==> config.mk <==
export PLATFORM = sky130hd
export DESIGN_NAME = mgpio_port
export DESIGN_NICKNAME = d
export VERILOG_FILES = /design/src/rtl/mgp_pkg.sv /design/src/rtl/mgp_decode.sv /design/src/rtl/mgp_cfg.sv /design/src/rtl/mgp_data.sv /design/src/rtl/mgp_resp.sv /design/src/rtl/mgpio_port.sv
export SDC_FILE = /design/constraint.sdc
export NUM_CORES = 1
export LEC_CHECK = 0
export CAP_MARGIN = 20
export CORE_MARGIN = 2
export CORE_UTILIZATION = 54
export DETAILED_ROUTE_END_ITERATION = 10
export HOLD_SLACK_MARGIN = 0.05
export PLACE_DENSITY = 0.79
export SYNTH_ARGS = -nofsm -noshare
export SYNTH_HDL_FRONTEND = slang
export SYNTH_SLANG_ARGS = --single-unit
==> constraint.sdc <==
create_clock -name clk -period 1.6 [get_ports clk]
set_input_delay 0.32 -clock clk [delete_from_list [all_inputs] [get_ports clk]]
set_output_delay 0.32 -clock clk [all_outputs]
set_load 0.05 [all_outputs]
==> src/rtl/mgp_pkg.sv <==
package mgp_pkg;

   // Register selector produced by the address decoder.
   typedef enum logic [2:0] {
      SEL_NONE   = 3'd0,
      SEL_DATA   = 3'd1,
      SEL_DIR    = 3'd2,
      SEL_ALT    = 3'd3,
      SEL_PAD    = 3'd4,
      SEL_LOCK   = 3'd5,
      SEL_COMMIT = 3'd6,
      SEL_ID     = 3'd7
   } sel_e;

   // Number of pad-configuration registers.
   localparam int NUM_PAD   = 9;
   localparam int PAD_IDX_W = 4;
   localparam int ID_BYTES  = 12;

   // Word indices (byte offset / 4) of the decoded registers.
   localparam logic [9:0] W_DATA_END = 10'h100;
   localparam logic [9:0] W_DIR      = 10'h100;
   localparam logic [9:0] W_ALT      = 10'h108;
   localparam logic [9:0] W_PAD0     = 10'h140;
   localparam logic [9:0] W_PAD7     = 10'h147;
   localparam logic [9:0] W_LOCK     = 10'h148;
   localparam logic [9:0] W_COMMIT   = 10'h149;
   localparam logic [9:0] W_ANALOG   = 10'h14A;
   localparam logic [9:0] W_ID0      = 10'h3F4;

   typedef struct packed {
      sel_e                 sel;
      logic [PAD_IDX_W-1:0] pad;
      logic [3:0]           idb;
   } dec_t;

   // Identification byte for index 0..11.
   function automatic logic [7:0] id_byte(input logic [3:0] idx);
      logic [7:0] b;
      case (idx)
         4'd4:    b = 8'h61;
         4'd6:    b = 8'h18;
         4'd7:    b = 8'h01;
         4'd8:    b = 8'h0D;
         4'd9:    b = 8'hF0;
         4'd10:   b = 8'h05;
         4'd11:   b = 8'hB1;
         default: b = 8'h00;
      endcase
      return b;
   endfunction

   // Pad register 0 (2 mA drive) comes out of reset all ones.
   function automatic logic pad_resets_high(input int idx);
      return idx == 0;
   endfunction

endpackage

==> src/rtl/mgp_decode.sv <==
module mgp_decode
   import mgp_pkg::*;
#(
   parameter int ADDR_W = 12
) (
   input  logic [ADDR_W-1:0] addr,
   output dec_t              dec
);

   localparam int WORD_W = ADDR_W - 2;

   logic [WORD_W-1:0] word;
   logic [1:0]        unused_byte_lane;

   assign word             = addr[ADDR_W-1:2];
   assign unused_byte_lane = addr[1:0];

   always_comb begin
      dec     = '0;
      dec.sel = SEL_NONE;
      if (word < W_DATA_END) begin
         dec.sel = SEL_DATA;
      end else if (word == W_DIR) begin
         dec.sel = SEL_DIR;
      end else if (word == W_ALT) begin
         dec.sel = SEL_ALT;
      end else if (word >= W_PAD0 && word <= W_PAD7) begin
         dec.sel = SEL_PAD;
         dec.pad = PAD_IDX_W'(word - W_PAD0);
      end else if (word == W_ANALOG) begin
         dec.sel = SEL_PAD;
         dec.pad = PAD_IDX_W'(NUM_PAD - 1);
      end else if (word == W_LOCK) begin
         dec.sel = SEL_LOCK;
      end else if (word == W_COMMIT) begin
         dec.sel = SEL_COMMIT;
      end else if (word >= W_ID0) begin
         dec.sel = SEL_ID;
         dec.idb = word[3:0] - 4'd4;
      end
   end

endmodule

==> src/rtl/mgp_cfg.sv <==
module mgp_cfg
   import mgp_pkg::*;
#(
   parameter int                PINS     = 8,
   parameter int                DATA_W   = 32,
   parameter logic [DATA_W-1:0] LOCK_KEY = DATA_W'(32'h0ACC_E551)
) (
   input  logic                           clk,
   input  logic                           rst_n,
   input  logic                           wr,
   input  dec_t                           dec,
   input  logic [DATA_W-1:0]              wdata,
   output logic [PINS-1:0]                dir_q,
   output logic [PINS-1:0]                alt_q,
   output logic [PINS-1:0]                commit_q,
   output logic                           lock_q,
   output logic [NUM_PAD-1:0][PINS-1:0]   pad_q
);

   logic [PINS-1:0] wbits;
   logic            wr_dir, wr_alt, wr_lock, wr_commit;

   assign wbits     = wdata[PINS-1:0];
   assign wr_dir    = wr && (dec.sel == SEL_DIR);
   assign wr_alt    = wr && (dec.sel == SEL_ALT);
   assign wr_lock   = wr && (dec.sel == SEL_LOCK);
   assign wr_commit = wr && (dec.sel == SEL_COMMIT);

   always_ff @(posedge clk or negedge rst_n) begin
      if (!rst_n) begin
         dir_q <= '0;
      end else if (wr_dir) begin
         dir_q <= wbits;
      end
   end

   // Guard: the key register and the commit mask it protects.
   always_ff @(posedge clk or negedge rst_n) begin
      if (!rst_n) begin
         lock_q   <= 1'b1;
         commit_q <= '1;
      end else begin
         if (wr_lock) begin
            lock_q <= (wdata != LOCK_KEY);
         end
         if (wr_commit && !lock_q) begin
            commit_q <= wbits;
         end
      end
   end

   always_ff @(posedge clk or negedge rst_n) begin
      if (!rst_n) begin
         alt_q <= '0;
      end else if (wr_alt) begin
         alt_q <= (alt_q & ~commit_q) | (wbits & commit_q);
      end
   end

   for (genvar p = 0; p < NUM_PAD; p++) begin : g_pad
      localparam logic [PINS-1:0] RST_VAL = pad_resets_high(p) ? '1 : '0;
      logic hit;
      assign hit = wr && (dec.sel == SEL_PAD) && (int'(dec.pad) == p);
      always_ff @(posedge clk or negedge rst_n) begin
         if (!rst_n) begin
            pad_q[p] <= RST_VAL;
         end else if (hit) begin
            pad_q[p] <= wbits;
         end
      end
   end

endmodule

==> src/rtl/mgp_data.sv <==
module mgp_data #(
   parameter int PINS = 8
) (
   input  logic            clk,
   input  logic            rst_n,
   input  logic            wr_en,
   input  logic [PINS-1:0] wmask,
   input  logic [PINS-1:0] wbits,
   input  logic [PINS-1:0] dir,
   input  logic [PINS-1:0] pin_in,
   output logic [PINS-1:0] data_q,
   output logic [PINS-1:0] pin_out
);

   // One storage bit per pin: it holds the output value or the sampled input.
   for (genvar i = 0; i < PINS; i++) begin : g_bit
      always_ff @(posedge clk or negedge rst_n) begin
         if (!rst_n) begin
            data_q[i] <= 1'b0;
         end else if (!dir[i]) begin
            data_q[i] <= pin_in[i];
         end else if (wr_en && wmask[i]) begin
            data_q[i] <= wbits[i];
         end
      end
      assign pin_out[i] = dir[i] ? data_q[i] : 1'b1;
   end

endmodule

==> src/rtl/mgp_resp.sv <==
module mgp_resp
   import mgp_pkg::*;
#(
   parameter int PINS   = 8,
   parameter int DATA_W = 32
) (
   input  logic                         clk,
   input  logic                         rst_n,
   input  logic                         rd,
   input  logic                         wr,
   input  dec_t                         dec,
   input  logic [PINS-1:0]              rmask,
   input  logic [PINS-1:0]              data_q,
   input  logic [PINS-1:0]              dir_q,
   input  logic [PINS-1:0]              alt_q,
   input  logic [PINS-1:0]              commit_q,
   input  logic                         lock_q,
   input  logic [NUM_PAD-1:0][PINS-1:0] pad_q,
   output logic [DATA_W-1:0]            rdata,
   output logic                         err
);

   logic [DATA_W-1:0] rnext;

   always_comb begin
      rnext = '0;
      unique case (dec.sel)
         SEL_DATA:   rnext[PINS-1:0] = data_q & rmask;
         SEL_DIR:    rnext[PINS-1:0] = dir_q;
         SEL_ALT:    rnext[PINS-1:0] = alt_q;
         SEL_PAD: begin
            if (int'(dec.pad) < NUM_PAD) begin
               rnext[PINS-1:0] = pad_q[dec.pad];
            end
         end
         SEL_LOCK:   rnext[0]        = lock_q;
         SEL_COMMIT: rnext[PINS-1:0] = commit_q;
         SEL_ID:     rnext[7:0]      = id_byte(dec.idb);
         default:    rnext           = '0;
      endcase
   end

   always_ff @(posedge clk or negedge rst_n) begin
      if (!rst_n) begin
         rdata <= '0;
         err   <= 1'b0;
      end else begin
         if (rd) begin
            rdata <= rnext;
         end
         err <= (rd || wr) && (dec.sel == SEL_NONE);
      end
   end

endmodule

==> src/rtl/mgpio_port.sv <==
module mgpio_port
   import mgp_pkg::*;
#(
   parameter int                PINS     = 8,
   parameter int                DATA_W   = 32,
   parameter int                ADDR_W   = 12,
   parameter logic [DATA_W-1:0] LOCK_KEY = DATA_W'(32'h0ACC_E551)
) (
   input  logic              clk,
   input  logic              rst_n,
   input  logic              bus_rd,
   input  logic              bus_wr,
   input  logic [ADDR_W-1:0] bus_addr,
   input  logic [DATA_W-1:0] bus_wdata,
   output logic [DATA_W-1:0] bus_rdata,
   output logic              bus_err,
   input  logic [PINS-1:0]   pin_in,
   output logic [PINS-1:0]   pin_out
);

   localparam int MASK_LO = 2;
   localparam int MASK_HI = MASK_LO + PINS - 1;

   // Elaboration-time parameter checks.
   if (PINS < 1 || PINS > 8) begin : g_bad_pins
      $error("mgpio_port: PINS must be 1..8");
   end
   if (ADDR_W != 12) begin : g_bad_addr
      $error("mgpio_port: ADDR_W must be 12 (4 KB window)");
   end
   if (DATA_W < 32) begin : g_bad_data
      $error("mgpio_port: DATA_W must be at least 32");
   end

   dec_t                         dec;
   logic [PINS-1:0]              amask;
   logic [PINS-1:0]              data_q, dir_q, alt_q, commit_q;
   logic                         lock_q;
   logic [NUM_PAD-1:0][PINS-1:0] pad_q;
   logic                         wr_data;

   assign amask   = bus_addr[MASK_HI:MASK_LO];
   assign wr_data = bus_wr && (dec.sel == SEL_DATA);

   mgp_decode #(.ADDR_W(ADDR_W)) u_dec (
      .addr (bus_addr),
      .dec  (dec)
   );

   mgp_cfg #(.PINS(PINS), .DATA_W(DATA_W), .LOCK_KEY(LOCK_KEY)) u_cfg (
      .clk      (clk),
      .rst_n    (rst_n),
      .wr       (bus_wr),
      .dec      (dec),
      .wdata    (bus_wdata),
      .dir_q    (dir_q),
      .alt_q    (alt_q),
      .commit_q (commit_q),
      .lock_q   (lock_q),
      .pad_q    (pad_q)
   );

   mgp_data #(.PINS(PINS)) u_data (
      .clk     (clk),
      .rst_n   (rst_n),
      .wr_en   (wr_data),
      .wmask   (amask),
      .wbits   (bus_wdata[PINS-1:0]),
      .dir     (dir_q),
      .pin_in  (pin_in),
      .data_q  (data_q),
      .pin_out (pin_out)
   );

   mgp_resp #(.PINS(PINS), .DATA_W(DATA_W)) u_resp (
      .clk      (clk),
      .rst_n    (rst_n),
      .rd       (bus_rd),
      .wr       (bus_wr),
      .dec      (dec),
      .rmask    (amask),
      .data_q   (data_q),
      .dir_q    (dir_q),
      .alt_q    (alt_q),
      .commit_q (commit_q),
      .lock_q   (lock_q),
      .pad_q    (pad_q),
      .rdata    (bus_rdata),
      .err      (bus_err)
   );

endmodule

; ---- Word level (Yosys, flattened, before mapping)
; Cells that the tools add are included.
[classes]
add_sub_neg = 2
eq_ne = 36
n_bitwise = 5
muxes = 47
order_cmp = 6
n_reduce_logical = 30
[ops]
columns = cell, count
row1 = case mux 8 bit (7 select lines), 1
row2 = "equality test 10 x 9 -> 1 bit, second input constant", 5
row3 = case mux 7 bit (6 select lines), 1
row4 = two-way mux 8 bit, 5
row5 = "equality test 4 bit, second input constant", 9
row6 = binary-select mux 8 bit (select 4 bit), 1
row7 = "!= test 32 x 28 -> 1 bit, second input constant", 1
row8 = logical AND 1 bit, 26
row9 = bitwise AND 8 bit, 3
row10 = two-way mux 1 bit, 24
row11 = two-way mux 4 bit, 6
row12 = two-way mux 3 bit, 7
row13 = "equality test 4 x 3 -> 1 bit, second input constant", 5
row14 = "!= test 2 x 1 -> 1 bit, second input constant", 8
row15 = "equality test 3 bit, second input constant", 4
row16 = ">= comparator 10 bit, second input constant", 1
row17 = ">= comparator 10 x 9 -> 1 bit, second input constant", 1
row18 = "less-or-equal comparator 10 x 9 -> 1 bit, second input constant", 1
row19 = "less-than comparator 10 x 9 -> 1 bit, second input constant", 1
row20 = NOT 8 bit, 1
row21 = bitwise OR 8 bit, 1
row22 = two-way mux 7 bit, 1
row23 = case mux 1 bit (7 select lines), 1
row24 = "equality test 3 x 2 -> 1 bit, second input constant", 2
row25 = 10 further kinds, 10
[word_totals]
out_inout_bits = 41
regBits = 114

; ---- Depth between registers and ports, before layout
; Gate-level depths: netlist of the first run.
[logic_depth]
depth_word = 14
ltp_mapped = 11
mapped_depth_nobuf = 9

; ---- By module
; A second synthesis of the first run with hierarchy kept.
[hier_totals]
cells_unflattened = 526
area_unflattened_um2 = 6334.8
[modules_own_cells]
columns = mod, area_per_inst_um2, n_inst, cells_per_inst
row1 = mgp_cfg, 3912.5, 1, 249
row2 = mgp_resp, 1645.3, 1, 185
row3 = mgp_data, 473.0, 1, 50
row4 = mgp_decode, 291.5, 1, 41
row5 = mgpio_port, 12.5, 1, 1

; ---- Worst setup path before layout of the first run
; No wires, ideal clock.
[synth_path]
path_type = input to register
startpoint = input port bus_addr[4]
endpoint = register u_cfg.commit_q[0]
n_path_buf = 3
required_ns = 1.518
cell_stages = 10
t_arrival_ns = 2.625
path_slack_ns = -1.107
setup_ns = 0.082
path_cell_list = clkbuf_1 inv_1 ha_1 or4b_2 nor2_1 and3_1 buf_2 and3b_1 buf_2 mux2_2
[synth_via]
elab_chain_len = 12
[synth_lines]
columns = element, line
row1 = start: declaration, mgpio_port.sv:13  ; input logic [ADDR_W-1:0] bus_addr,
row2 = >= comparator 10 bit, mgp_decode.sv:37  ; end else if (word >= W_ID0) begin
row3 = two-way mux 3 bit, mgp_decode.sv:37
row4 = two-way mux 3 bit, mgp_decode.sv:35  ; end else if (word == W_COMMIT) begin
row5 = two-way mux 3 bit, mgp_decode.sv:33  ; end else if (word == W_LOCK) begin
row6 = two-way mux 3 bit, mgp_decode.sv:30  ; end else if (word == W_ANALOG) begin
row7 = two-way mux 7 bit, mgp_decode.sv:27  ; end else if (word >= W_PAD0 && word <= W_PAD7) begin
row8 = two-way mux 3 bit, mgp_decode.sv:25  ; end else if (word == W_ALT) begin
row9 = two-way mux 3 bit, mgp_decode.sv:23  ; end else if (word == W_DIR) begin
row10 = two-way mux 3 bit (*), mgp_decode.sv:21  ; if (word < W_DATA_END) begin
row11 = equality test 3 bit (*), mgp_cfg.sv:27  ; assign wr_commit = wr && (dec.sel == SEL_COMMIT);
row12 = logical AND 1 bit (*), mgp_cfg.sv:27
row13 = logical AND 1 bit (*), mgp_cfg.sv:46  ; if (wr_commit && !lock_q) begin
row14 = end signal: assignment, mgp_cfg.sv:47  ; commit_q <= wbits;
row15 = end: declaration, mgp_cfg.sv:15  ; output logic [PINS-1:0] commit_q,
; Mark *: on every way between the ends. The rest lies on a longest branch, timed or not.
; A chain may end at the register's enable or synchronous reset.

; ---- Worst setup path in the final report of the first run
[layout_path]
startpoint = input port bus_addr[6]
endpoint = register u_resp.rdata[0]
[layout_via]
elab_chain_len = 12
[layout_lines]
columns = element, line
row1 = >= comparator 10 bit, mgp_decode.sv:37
row2 = two-way mux 4 bit, mgp_decode.sv:37
row3 = two-way mux 4 bit, mgp_decode.sv:35
row4 = two-way mux 4 bit, mgp_decode.sv:33
row5 = two-way mux 4 bit, mgp_decode.sv:30
row6 = two-way mux 4 bit, mgp_decode.sv:27
row7 = two-way mux 8 bit, mgp_decode.sv:25
row8 = two-way mux 8 bit, mgp_decode.sv:23
row9 = two-way mux 8 bit, mgp_decode.sv:21
row10 = equality test 4 bit or equality test 4 x 3 -> 1 bit (tied branches), mgp_pkg.sv:40  ; case (idx)
row11 = case mux 8 bit (7 select lines), mgp_pkg.sv:40
row12 = case mux 1 bit (7 select lines) (*), mgp_resp.sv:27  ; unique case (dec.sel)
row13 = end signal: assignment, mgp_resp.sv:49  ; rdata <= rnext;
row14 = end: declaration, mgp_resp.sv:19  ; output logic [DATA_W-1:0] rdata,
; Mark *: on every way between the ends. The rest lies on a longest branch, timed or not. The select of a mux whose other input is x is not followed.

==> results of run 1 <==
==> worst min-delay path, stage by stage <==
cell           delay, ps
dlygate4sd3_1        530
buf_4                120
buf_12               350
==> layer usage <==
metal / GRT usage, % / up-vias / wire length, um / part of all wire [%]
met5: 0 / - / 0 / 0
met4: 23.1 / 0 / 2070 / 8.1
met3: 9.84 / 209 / 3240 / 13
met2: 61.7 / 588 / 11600 / 45
met1: 45.6 / 2980 / 8820 / 34
li1: - / 2339 / - / -
==> timing repair <==
| item | CTS | global route |
|---|---|---|
| setup endpoints to repair | 113 | 111 |
| cloned | 0 | 1 |
| pin swaps | 34 | 41 |
| buffers inserted | 15 | 10 |
| hold buffers | 1 | 0 |
| gates resized for setup | 122 | 56 |
| hold endpoints to repair | 97 | 0 |
==> cell type report <==
cell class              count  area [um^2]
repair buffers            198         1950
clock inverters            12          156
well taps                 140          175
multi-input cells         399         3650
inverters                  10         52.6
clock buffers              20          445
flip-flops and latches    114         2880
fillers                   449         1590
==> worst max path at each step <==
stage                                   to  slack [ps]          from
2_1_floorplan  u_cfg.pad_q[24]$_DFFE_PN0P_        -720   bus_addr[7]
3_3_place_gp   u_resp.rdata[7]$_DFFE_PN0P_       -1160   bus_addr[7]
3_5_place_dp   u_resp.rdata[6]$_DFFE_PN0P_       -1310   bus_addr[7]
4_1_cts        u_resp.rdata[1]$_DFFE_PN0P_        -300  bus_addr[11]
5_1_grt        u_resp.rdata[0]$_DFFE_PN0P_        -620   bus_addr[6]
6_report       u_resp.rdata[0]$_DFFE_PN0P_        -640   bus_addr[6]
==> synth_stat cells, types with 2 or more instances <==
master | n | area share, %
nand4_1 | 5 | 0.52
a221oi_1 | 9 | 1.3
inv_1 | 10 | 0.62
a31o_1 | 2 | 0.29
nor3_1 | 15 | 1.2
ha_1 | 4 | 0.83
nor4bb_1 | 4 | 0.66
nand3_1 | 18 | 1.5
and2_1 | 5 | 0.52
mux2_2 | 94 | 17
or3_1 | 4 | 0.41
clkbuf_1 | 19 | 1.2
mux2_1 | 3 | 0.56
buf_4 | 28 | 3.5
nor4b_1 | 2 | 0.29
and3_1 | 2 | 0.21
o221ai_1 | 4 | 0.58
a21o_1 | 3 | 0.37
nand2_4 | 4 | 0.74
nand2b_1 | 10 | 1.0
o31ai_1 | 3 | 0.37
a21oi_1 | 16 | 1.3
o21ai_0 | 6 | 0.50
buf_2 | 2 | 0.17
dfstp_2 | 17 | 7.4
o2bb2ai_1 | 4 | 0.58
a32o_1 | 2 | 0.33
mux2i_1 | 10 | 1.7
o22a_1 | 4 | 0.58
a22oi_1 | 3 | 0.37
nand2_1 | 36 | 2.2
a32oi_1 | 2 | 0.29
nor3_2 | 2 | 0.33
o21bai_1 | 3 | 0.37
o21a_1 | 6 | 0.74
a2bb2oi_1 | 3 | 0.43
dfrtp_1 | 97 | 40
nor2_1 | 51 | 3.2
nor4_1 | 2 | 0.21
o22ai_1 | 10 | 1.0
==> sequential cells by signal, summed over array words and instances, names as in the netlist, named ones only <==
name	cells
u_cfg.pad_q	72
u_resp.rdata	8
u_cfg.dir_q	8
u_resp.err	1
u_cfg.lock_q	1
u_cfg.commit_q	8
u_data.data_q	8
==> logic make-up after synthesis <==
| family | after synthesis |
|---|---|
| AND/OR/NAND/NOR | 177 |
| flip-flops | 114 |
| multiplexers | 107 |
| AO/OA/AOI/OAI | 87 |
| buffers and inverters | 60 |
| adder cells (fa/ha/maj) | 4 |
| other | 1 |
==> per-stage QoR <==
stage | total power, uW | hold slack, ps | area, um^2
after floorplan | 3490 | 24.4 | 6380
after global placement | 3870 | 378 | 7910
after detailed placement | 3890 | 387 | 7910
after CTS | 7760 | 329 | 8990
after global routing | 8140 | 333 | 9300
final | 7980 | 337 | 9300
==> power groups by stage <==
stage          Combinational [uW]  Sequential, uW  Clock, uW
3_3_place_gp                  833            3040          0
3_5_place_dp                  854            3040          0
2_1_floorplan                 444            3050          0
4_1_cts                       917            3000       3840
5_1_grt                      1070            3010       4060
6_report                     1030            3010       3940
==> results.md, run 1 <==
- Most common cell after layout, fill and taps aside: buf_4
- Die Y: 110 um
- Post-Route WL: 25.8 mm
- Clock root cell: clkbuf_8
- Status: complete, but fails checks
- Die area: 12100 um^2
- RR Endpoint: u_resp.rdata[7]$_DFFE_PN0P_
- CTS tree: built
- Proportion of synthesized area in mux cells: 19.7%
- Adder-cell share of the synthesized area: 0.826%
- Largest family of logic cells by synthesized area: multiplexers
- Fin util: 85.4%
- # diodes: 0
- Skew final: 10.3 ps
- Setup ws final: -637 ps
- Post-synthesis async set-or-reset flop share: 100%
- Sequential power share: 37.7%
- Clk sink count: 114
- Period utilization: 140%
- Routed length per instance: 28.8 um
- Top_reg_cell synth: dfrtp_1
- Critical Path AT: 2730 ps
- Ports: 97
- Critical path depth: 9
- TritonRoute pass-1 iters: 6
- Drt drc: 0
- Core ar.: 10900 um^2
- Share of layout cells above drive strength 1: 54.3%
- Maximum fanout along the worst path: 5
- Internal: 5830 uW
- Peak supply drop: 0.000889 V
- Routability cong.: 0.926
- Post-route ant nets: 0
- Post-Synth Simple-Gate Area: 16.0%
- Minimum clock period: 2240 ps
- Post-Layout Cell Count: 893
- CP Launch Type: input port
- Slowest CP cell: nor3_2
- First-pass GRT wire length: 33.3 mm
- Setup TNS: -21250 ps
- Most frequent CP cell: buf_6
- Crit Path Category: in2reg
- Hold Crit Class: in2async
- Synth Area per Inst: 11.0 um^2
- Area Overhead vs Synth: 53.4%
- Die W: 110 um
- Post-synth cell types: 66
- Grt ovf: 0
- Final number of setup-violating endpoints: 102
- Sw frac: 27.0%
- Most frequent cells in the layout: buf_4, dfrtp_1, mux2_2
- F_max: 447 MHz
- Cell Chain, Critical Path: buf_6 > or4b_4 > or2_4 > nor3_4 > buf_6 > nor2_1 > nor3_2 > o221a_4 > o21a_1
- Slowest stage delay, CP: 560 ps
- Worst skew pair latency: 560 ps
- Max-slew headroom: 57.1%
- Lkg Pwr: 0.00436 uW
- Port bufs: 70
- Post-synth EDFFs: 0
- GRT Total Usage: 38.1%
- Fin. Hold Viols: 0
- RSZ-0062 raised after global routing: true
- Maximum capacitance violations: 0
- Nets: 800
- Final Max Tran Viols: 0
- Worst Setup End Kind: flip-flop
- R2R Path Start: u_cfg.pad_q[63]$_DFFE_PN0P_
- Num rows: 38
- Power Density: 859 nW/um^2
- DP Wirelength: 13.1 mm
- Cells after DPL: 838
- Failing checks: setup timing
- Sequential cell area fraction in the yosys report: 47.4%
- Starting density of the core: 55.7%
- Mapped cell area: 6060 um^2
- Combinational share of power: 12.9%
- Reg2Reg Setup Slack: -150 ps
- Antenna violations before repair: 0
- Worst-Margin Slew: 640 ps
- TritonCTS Buffers: 17
- Post-Syn Instances: 550
- Family with the most delay on the worst path: simple AND/OR/NAND/NOR gates
- CTS Buffer Depth: 2
- Setup WS pre-CTS: -1310 ps
- Clk pwr share: 49.4%
- H-tree depth: 4
- Synth Register Bits: 114
- P_sw: 2160 uW
- Reg2Reg Depth: 5
- Largest net degree at the start of global routing: 78
- Fraction of the mapped netlist area in compound gates: 10.5%
- XOR/XNOR share of the synthesized area: 0%
- Synth Warn #: 0
- Initial drt markers: 694
- Vias/cell: 6.85
- WP buf/inv: 2
- Via Count: 6116
- Data required time at the worst endpoint: 2100 ps
- Vias in the first global route: 6016
- Worst-path clk slew: 70 ps
(Power assumes the default switching activity.)
==> run 2, diff against run 1 <==
--- a/config.mk
+++ b/config.mk
@@ -10,7 +10,7 @@
 export CORE_UTILIZATION = 54
 export DETAILED_ROUTE_END_ITERATION = 10
 export HOLD_SLACK_MARGIN = 0.05
-export PLACE_DENSITY = 0.79
+export PLACE_DENSITY = 0.84
 export SYNTH_ARGS = -nofsm -noshare
 export SYNTH_HDL_FRONTEND = slang
 export SYNTH_SLANG_ARGS = --single-unit
==> results.md, run 2 (synthesized netlist as in run 1, its figures left out) <==
- Critical Path AT: 2460 ps (-270 ps)
- Routed length per instance: 28.9 um (+0.23%)
- Maximum fanout along the worst path: 6 (+1)
- Die W: 110 um (unchanged)
- WP buf/inv: 3 (+1)
- Most common cell after layout, fill and taps aside: buf_4
- Area Overhead vs Synth: 55.0%
- DP Wirelength: 13.5 mm (+3.1%)
- Power Density: 843 nW/um^2 (-1.8%)
- CP Launch Type: input port
- Slowest stage delay, CP: 530 ps (-30 ps)
- TritonCTS Buffers: 17 (unchanged)
- # diodes: 0 (unchanged)
- Peak supply drop: 0.000903 V (+1.6%)
- GRT met1 Usage: 49.0% (+3.4 points)
- F_max: 498 MHz (+11%)
- P_sw: 2050 uW (-5.0%)
- Fillers: 406 (-9.6%)
- Clock root cell: clkbuf_8
- CTS tree: built
- Met2 GRT Util: 65.2% (+3.5 points)
- Family with the most delay on the worst path: simple AND/OR/NAND/NOR gates
- GRT Total Usage: 40.5% (+2.4 points)
- Grt ovf: 0 (unchanged)
- Most used routing layer: met2
- Post-route ant nets: 0 (unchanged)
- Largest register FFs: 72 (unchanged)
- Most frequent cells in the layout: buf_4, dfrtp_1, mux2_2
- Setup TNS: -25400 ps (-4150 ps)
- Sw frac: 25.9% (-1.1 points)
- H-tree depth: 4 (unchanged)
- Cell Chain, Critical Path: buf_2 > or4b_4 > or2_4 > nor3_4 > buf_6 > buf_4 > nor2_1 > nor3_2 > nor2_2 > o21ai_1
- Minimum clock period: 2010 ps (-231 ps)
- Worst Setup End Kind: flip-flop
- Period utilization: 125% (-14 points)
- Vias/cell: 6.80 (-0.77%)
- Combinational share of power: 13.1% (+0.2 points)
- Ports: 97 (unchanged)
- Grt met3 use: 10.6% (+0.71 points)
- CTS Buffer Depth: 2 (unchanged)
- Sequential power share: 38.0% (+0.3 points)
- TritonRoute pass-1 iters: 5 (-1)
- Post-Route WL: 25.8 mm (+0.23%)
- Starting density of the core: 55.7% (unchanged)
- Final hold slack: 220 ps (-117 ps)
- Vias in the first global route: 6173 (+2.6%)
- Clk pwr share: 48.9% (-0.5 points)
- Maximum capacitance violations: 0 (unchanged)
- Initial drt markers: 1044 (+50%)
- Worst-Margin Slew: 542 ps (-97.7 ps)
- Slowest CP cell: or4b_4
- Fin. Hold Viols: 0 (unchanged)
- Die area: 12100 um^2 (unchanged)
- Total power: 7920 uW (-0.81%)
- First-pass GRT wire length: 35.4 mm (+6.2%)
- Via Count: 6069 (-0.77%)
- Setup WS pre-CTS: -1270 ps (+42.9 ps)
- Largest net degree at the start of global routing: 48 (-38%)
- Setup ws final: -406 ps (+231 ps)
- Worst-path clk slew: 60 ps (about the same)
- Drt drc: 0 (unchanged)
- Hold Crit Class: in2async
- Port bufs: 70 (unchanged)
- Data required time at the worst endpoint: 2050 ps (-50 ps)
- Antenna violations before repair: 0 (unchanged)
- Die Y: 110 um (unchanged)
- Status: complete, but fails checks
- Final Max Tran Viols: 0 (unchanged)
- Final number of setup-violating endpoints: 106 (+3.9%)
- Max-slew headroom: 63.9% (+6.7 points)
- Nets: 800 (unchanged)
- Clk sink count: 114 (unchanged)
- Core ar.: 10900 um^2 (unchanged)
- Num rows: 38 (unchanged)
- Lkg Pwr: 0.00447 uW (+2.5%)
- Internal: 5870 uW (+0.72%)
- Crit Path Category: in2reg
- Skew final: 10.0 ps (-0.263 ps)
- Worst skew pair latency: 540 ps (-20 ps)
- Most flop-heavy register: u_cfg.pad_q
- Failing checks: setup timing
- Share of layout cells above drive strength 1: 54.4% (+0.13 points)
- Routability cong.: 0.945 (+2.1%)
- RSZ-0062 raised after global routing: true
-- run 2: cell types whose count changed in the layout (fill, tap and decap cells not counted), moves of 3 or more --
cell,previous run,this run
mux2_2,82,74
mux2_4,15,23
buf_4,109,104
nor3_2,11,6
nand2_2,12,8
nand2_4,3,7
nand3_1,14,10
clkinvlp_4,4,1
nor2_1,42,39
nor2_4,5,8
nor3_1,4,7
o31ai_1,0,3
o31ai_2,3,0
-- run 2: worst paths after layout --
kind                                                 to                   startpoint  slack [ps]  depth (start not counted)
max                         u_resp.rdata[5]$_DFFE_PN0P_                  bus_addr[7]        -410                         10
min                          u_cfg.dir_q[2]$_DFFE_PN0P_                        rst_n         220                          2
max reg2reg                 u_resp.rdata[7]$_DFFE_PN0P_  u_cfg.pad_q[63]$_DFFE_PN0P_          40                          5
min reg2reg                 u_cfg.pad_q[11]$_DFFE_PN0P_  u_cfg.pad_q[11]$_DFFE_PN0P_         510                          1
max in group asynchronous    u_cfg.pad_q[0]$_DFFE_PN1P_                        rst_n         730                          3
min in group clk           u_data.data_q[7]$_DFFE_PN0P_                  bus_addr[9]         340                          4
-- run 2: cell type report --
| class | instances | area [um^2] | share of cell area (%) |
|---|---|---|---|
| multi-input combinational | 399 | 3730 | 39.7 |
| sequential | 114 | 2880 | 30.6 |
| timing repair buffer | 198 | 1960 | 20.9 |
| clock buffer | 23 | 467 | 4.97 |
| tap | 140 | 175 | 1.86 |
| clock inverter | 9 | 130 | 1.39 |
| inverter | 10 | 52.6 | 0.559 |
-- run 2: power groups by stage --
stage	Combinational [uW]	Sequential [uW]	Clock, uW
3_5_place_dp	868	3040	0
3_3_place_gp	847	3040	0
2_1_floorplan	444	3050	0
5_1_grt	1070	3010	4000
4_1_cts	936	3000	3830
6_report	1040	3010	3870
-- run 2: stage by stage --
step                      util, %  cell area (um^2)  instances
final                        86.3              9390        893
after global routing         86.3              9390        893
after CTS                    84.1              9160        887
after detailed placement     73.0              7940        844
after global placement       73.0              7940        844
after floorplan                 -              6380        573
-- run 2: timing repair --
item,in CTS,in global routing
hold endpoints to repair,99,0
cloned,1,0
hold buffers,1,0
gates resized for setup,152,51
pin swaps,37,24
buffers inserted,9,9
setup endpoints to repair,112,112
-- run 2: per-layer routing --
layer  part of all wire [%]  up-vias  wire length, um
li1                       -     2357                -
met1                     35     2960             9020
met2                     48      567            12300
met3                     11      185             2780
met4                    6.7        0             1730
met5                      0        -                0
